--- src/rtl/sra_mq_pkg.sv ---
package sra_mq_pkg;

    localparam int unsigned WORD_W  = 32;
    localparam int unsigned CNT_W   = $clog2(WORD_W);
    localparam int unsigned SEL_BIT = CNT_W;

    typedef logic [WORD_W-1:0] word_t;
    typedef logic [CNT_W-1:0]  cnt_t;

    typedef enum logic {
        MODE_PARTIAL = 1'b0,
        MODE_FULL    = 1'b1
    } fill_mode_e;

    typedef struct packed {
        word_t dst;
        word_t mq;
        logic  carry;
    } sra_result_t;

    // Only the select bit chooses the path; the operand is never compared.
    function automatic fill_mode_e decode_mode(input word_t opnd);
        return opnd[SEL_BIT] ? MODE_FULL : MODE_PARTIAL;
    endfunction

    function automatic cnt_t shift_count(input word_t opnd);
        return opnd[CNT_W-1:0];
    endfunction

endpackage

--- src/rtl/sra_rotr.sv ---
module sra_rotr #(
    parameter  int W  = 32,
    localparam int CW = $clog2(W)
) (
    input  logic [W-1:0]  din,
    input  logic [CW-1:0] amt,
    output logic [W-1:0]  dout
);
    logic [W-1:0] stage [CW+1];

    assign stage[0] = din;

    for (genvar s = 0; s < CW; s++) begin : g_stage
        localparam int D = 1 << s;
        assign stage[s+1] = amt[s] ? {stage[s][D-1:0], stage[s][W-1:D]} : stage[s];
    end

    assign dout = stage[CW];
endmodule

--- src/rtl/sra_mask_gen.sv ---
module sra_mask_gen #(
    parameter  int W  = 32,
    localparam int CW = $clog2(W)
) (
    input  logic [CW-1:0] amt,
    input  logic          full,
    output logic [W-1:0]  mask
);
    // count leading zeros then ones; full-fill forces all ones
    always_comb begin
        if (full) mask = '1;
        else      mask = {W{1'b1}} >> amt;
    end
endmodule

--- src/rtl/sra_merge.sv ---
module sra_merge #(
    parameter int W = 32
) (
    input  logic [W-1:0] rot,
    input  logic [W-1:0] mask,
    input  logic         sign,
    input  logic         full,
    output logic [W-1:0] dst,
    output logic         carry
);
    logic [W-1:0] fill;
    logic [W-1:0] lost;

    assign fill = {W{sign}};
    assign lost = rot & ~mask;

    always_comb begin
        if (full) dst = fill;
        else      dst = (rot & mask) | (fill & ~mask);
    end

    assign carry = sign & (|lost);
endmodule

--- src/rtl/sra_mq_unit.sv ---
module sra_mq_unit
    import sra_mq_pkg::*;
(
    input  logic        clk,
    input  logic        rst,
    input  logic        in_valid,
    input  logic [31:0] src_word,
    input  logic [31:0] shift_opnd,
    output logic        out_done,
    output logic [31:0] dst_word,
    output logic [31:0] mq_word,
    output logic        out_carry
);
    fill_mode_e  mode;
    cnt_t        cnt;
    word_t       rot;
    word_t       mask;
    sra_result_t nxt;
    sra_result_t res_q;
    logic        done_q;

    assign mode = decode_mode(shift_opnd);
    assign cnt  = shift_count(shift_opnd);

    sra_rotr #(.W(WORD_W)) u_rot (
        .din  (src_word),
        .amt  (cnt),
        .dout (rot)
    );

    sra_mask_gen #(.W(WORD_W)) u_mask (
        .amt  (cnt),
        .full (mode == MODE_FULL),
        .mask (mask)
    );

    sra_merge #(.W(WORD_W)) u_merge (
        .rot   (rot),
        .mask  (mask),
        .sign  (src_word[WORD_W-1]),
        .full  (mode == MODE_FULL),
        .dst   (nxt.dst),
        .carry (nxt.carry)
    );

    assign nxt.mq = rot;

    always_ff @(posedge clk) begin
        if (rst) begin
            res_q  <= '0;
            done_q <= 1'b0;
        end else begin
            done_q <= in_valid;
            if (in_valid) res_q <= nxt;
        end
    end

    assign out_done  = done_q;
    assign dst_word  = res_q.dst;
    assign mq_word   = res_q.mq;
    assign out_carry = res_q.carry;
endmodule

--- config.mk ---
export PLATFORM = sky130hd
export DESIGN_NAME = sra_mq_unit
export DESIGN_NICKNAME = d
export VERILOG_FILES = /design/src/rtl/sra_mq_pkg.sv /design/src/rtl/sra_rotr.sv /design/src/rtl/sra_mask_gen.sv /design/src/rtl/sra_merge.sv /design/src/rtl/sra_mq_unit.sv
export SDC_FILE = /design/constraint.sdc
export NUM_CORES = 1
export LEC_CHECK = 0
export BUFFER_PORTS_ARGS = -buffer_cell sky130_fd_sc_hd__buf_2
export CORE_ASPECT_RATIO = 0.6
export CORE_UTILIZATION = 49
export CTS_CLUSTER_SIZE = 10
export DETAILED_ROUTE_END_ITERATION = 10
export PLACE_DENSITY = 0.9
export SLEW_MARGIN = 40
export SYNTH_ARGS = -nofsm -noshare
export SYNTH_HDL_FRONTEND = slang
export SYNTH_SLANG_ARGS = --single-unit
--- constraint.sdc ---
create_clock -name clk -period 3.7 [get_ports clk]
set_input_delay 0.74 -clock clk [delete_from_list [all_inputs] [get_ports clk]]
set_output_delay 0.74 -clock clk [all_outputs]
set_load 0.01 [all_outputs]
After elaboration in Yosys (flattened, before gate mapping)
Cells that the tools add are included.
W data, S select, Z words.
Storage, ports and cells
  register bits after elaboration: 66
  latch bits: 0
  RAM bits: 0
  ROM bits: 0
  input port bits: 67
  output and inout port bits: 66
  memories: 0
Cells by class
  add/sub/neg operators: 0
  multiply operators: 0
  div/mod/pow operators: 0
  $lt $le $gt $ge: 0
  equality and inequality tests: 0
  shift-type cells: 1
  multiplexer cells: 8
  bitwise gates (word level): 6
  reductions and logical operators: 1
Operators by type and width (count)
  $mux W32: 7
  $and A32 B32 Y32: 3
  $not A32 Y32: 1
  $or A32 B32 Y32: 1
  $reduce_or A32 Y1: 1
  $shr A32 B5 Y32 const A: 1
  $and A1 B1 Y1: 1
  $mux W1: 1

Depth between registers and ports, before layout
  depth after elaboration: 8
  mapped depth: 12
  mapped depth without buffers: 8

Modules after synthesis
From an unflattened synthesis, not the netlist that was laid out.
Second synthesis, totals
  cell total of the unflattened synthesis: 548
  area, all modules: 5606.6 µm²
Modules (own cells, without submodules)
  sra_mq_unit: instances 1, cells each 212, area an instance 2377.3 µm², sequential area each 1321.3 µm²
  sra_rotr: instances 1, cells each 116, area an instance 1949.4 µm², sequential area each 0.0 µm²
  sra_merge: instances 1, cells each 160, area an instance 863.3 µm², sequential area each 0.0 µm²
  sra_mask_gen: instances 1, cells each 60, area an instance 416.6 µm², sequential area each 0.0 µm²

Least setup slack after synthesis
Ideal clock, no wire load.
  path type: in2reg
  from: input shift_opnd[1]
  to: register res_q (netlist bit out_carry)
  arrival time: 3.467 ns
  path slack: 0.095 ns
  stages: 10
  buffers on the path: 2
  cells stage by stage: buf_6 buf_6 mux4_2 mux4_2 mux2_2 o32ai_2 o2111ai_1 or4_1 o41ai_2 a221oi_1
Between the ends
  word-level cells in the longest chain between the ends: 7
RTL lines
  from (decl): RTL line sra_mq_unit.sv:8  | input logic [31:0] shift_opnd,
  branches (longest 4 deep; another with $shr A32 B5 Y32)
  $and A32 B32 Y32 (*): RTL line sra_merge.sv:15  | assign lost = rot & ~mask;
  $reduce_or A32 Y1 (*): RTL line sra_merge.sv:22  | assign carry = sign & (|lost);
  $and A1 B1 Y1 (*): RTL line sra_merge.sv:22
  to (signal assigned): RTL line sra_mq_unit.sv:54  | if (in_valid) res_q <= nxt;
  to (decl): RTL line sra_mq_unit.sv:19  | sra_result_t res_q;
Mark *: on every way between the ends.
A chain may end at the register's enable or synchronous reset.

Final worst setup path
Same ends and word-level chain as after synthesis.

==> flow_summary_export.csv <==
group,metric,value,unit
grt,grt.overflow.total,0,
die,die_y,82.1,um
drt,via_count,5860,
sta,worstMarginPinSlew,0.714,ns
setup_path,required,3.87,ns
grt,antenna_found_initial,1,
placed_design,place_inst,885,
cts,h-tree-depth,3,
finish,nFillCells,835,
drt,first_pass_iters,7,
drt,viasPerCell,6.50,
synth,async_flop_share,0,%
die,core_region_area,10100,um^2
setup_path,crit_slowest_cell,"mux4_2",
sta,finalCritPeriodShare,96.7,%
setup_path,cp_num_buf_inv,1,
synth,synth_area_leaders,"dfxtp_1 (25%), mux4_2 (17%), mux2i_1 (14%)",
setup_path,worstPathMaxFanout,16,
synth,synthTopCellsByCount,"nor2_1 (116), mux2i_1 (74), dfxtp_1 (66)",
cts,clkTransAtPathRegs,0.05,ns
setup_path,crit_top_cell,"mux4_2",
cts,tritoncts,"built",
sta,period_needed,3.58,ns
setup_path,r2r_setup_slack,2.73,ns
synth,ys_types,49,
setup_path,cp-start-kind,"primary input",
placed_design,place_congestion,1.05,
run_status,status,"completed",
synth,yosys.area.top_type,"dfxtp_1",
finish,num_antenna_cells,0,
drt,ant_nets,0,
pwr,powerDensity,392,nW/um^2
placed_design,port_buffers,106,
drt,wl,19900,um
sta,hold_viol_final,0,
setup_path,max_stage_delay,0.60,ns
worst_hold_path,hold_path_class,"flip-flop to flip-flop",
placed_design,dp_hpwl,15700,um
drt,initialDrtViolationCount,848,
synth,postSynthCellCount,606,
synth,synth_seq_cells,66,
finish,final_nets,828,
sta,slew_violations,0,
grt,grt_pass1_wl,29700,um
setup_path,cp_cell_sequence,"clkbuf_4 > mux4_2 > mux4_2 > mux2_2 > o32ai_2 > o2111ai_1 > or4_1 > o41ai_2 > a221oi_1",
job,cap_violations,0,
grt,grt_max_degree,67,
synth,synth_flop_cell,"dfxtp_1",
sta,skew,0,ns
sta,timing.fmax,279,MHz
setup_path,path_class,"primary input to flip-flop",
pwr,leakage,3.05,nW
finish,drive_above_1_share,36.3,%
die,die_w,136,um
drt,drc,0,
synth,yosysWarnings,0,
grt,grt_pass1_vias,5305,
synth,synth_most_common_cell,"nor2_1",
setup_path,endpoint_kind,"flip-flop",
finish,layout.cells.non_filler,901,
cts,clk_latency,0.33,ns
synth,synth_area,5240,um^2
cts,cts_root_buf,"clkbuf_16",
finish,final_area,6740,um^2
synth,yosysTopAreaCellShare,25.2,%
finish,post-route-util,66.6,%
pwr,vdd_drop_max,0.256,mV
cts,numCtsBuffers,9,
synth,synth_edf_count,0,
die,io_pins,133,
die,num_rows,28,
synth,synth_area_per_cell,8.65,um^2
sta,rsz0062_at_grt,"false",
synth,yosysSeqAreaShare,25.2,%
setup_path,cp_data_arrival_time,3.75,ns
sta,setup_viol,0,
placed_design,placed_area,6440,um^2
die,initial_core_util,51.8,%
cts,ctsLongestPathBuffers,2,
grt,grtUsageTotal,36.2,%
sta,relSlewSlack,52.4,%
drt,wl_per_cell,22.1,um
synth,syn_nets,673,
finish,syn_to_final_growth,28.5,%
cts,cts.sinks,66,
sta,tns,0,ns
die,dieArea,11100,um^2
setup_path,cp_top_family,"multiplexers",
[logic make-up after synthesis]
group	Yosys count	share of synthesized area (%)
simple gates	184	13.9
compound gates	154	19.0
mux	141	37.1
flops	66	25.2
buf+inv	61	4.80
[tightest hold or removal path, delay by kind of cell (launching register included)]
family / cells / cell delay (ns)
compound gates: 1 / 0.06
flops: 1 / 0.30
simple gates: 1 / 0.06
[final cells by class]
class	instances	area [um^2]	share of cell area [%]
clock inverters	5	55.1	0.817
flip-flops and latches	66	1320	19.6
multi-input cells	479	3680	54.6
inverters	7	26.3	0.390
well taps	135	169	2.51
clock buffers	11	233	3.45
repair buffers	198	1250	18.6
[cells in the final DEF (no fill, tap or decap), types with 3 or more instances in the layout]
cell type,n
nor2_1,116
buf_2,103
buf_4,92
mux2i_1,71
dfxtp_1,66
nand2_1,50
mux4_2,40
a21oi_1,38
a211oi_1,28
o21ai_0,25
mux2_2,20
o22ai_1,11
a31oi_1,10
o21ai_1,9
clkbuf_16,9
mux2_1,7
inv_1,5
o31ai_1,4
nor3_1,4
nor2b_1,4
mux2i_2,3
a31o_1,3
a221oi_1,3
nand2b_1,3
[state kept, by name, summed over array words and instances, names as in the netlist]
name and cells:
out_done 1, out_carry 1, dst_word 32, mq_word 32
[path summary, 6_finish.rpt]
path                                            endpoint                     start  cells after the start
worst max-delay path              out_carry$_SDFFE_PP0P_             shift_opnd[1]                      9
worst min-delay path            mq_word[13]$_SDFFE_PP0P_  mq_word[13]$_SDFFE_PP0P_                      2
worst max register to register    out_carry$_SDFFE_PP0P_    out_carry$_SDFFE_PP0P_                      4
worst min register to register  mq_word[13]$_SDFFE_PP0P_  mq_word[13]$_SDFFE_PP0P_                      2
[through the flow]
step	hold WS, ns	setup slack (ns)	power (mW)
6_report	0.473	0.122	2.65
5_1_grt	0.492	0.0219	2.74
4_1_cts	0.475	0.0149	2.61
3_5_place_dp	0.465	-0.314	1.78
3_3_place_gp	0.461	-0.275	1.76
2_1_floorplan	0.494	0.0947	1.35
[repair_timing]
action	CTS	global route
hold buffers	0	0
buffers inserted	0	0
gates resized for setup	0	4
endpoints found under the hold margin	0	0
endpoints found under the setup margin	0	1
[power by group]
part | switching (mW) | internal, mW
logic | 0.568 | 0.447
clock network | 0.307 | 0.519
registers | 0.0327 | 0.772
[layer usage]
metal  up-vias  GRT usage, %  share of wire, %
li1       2569             -                 -
met1      2798          48.8                42
met2       443          51.4                41
met3        48          18.3                16
met4         2          7.42               1.3
met5         -             0             0.065
No activity file was read; power rests on OpenSTA's default activity.
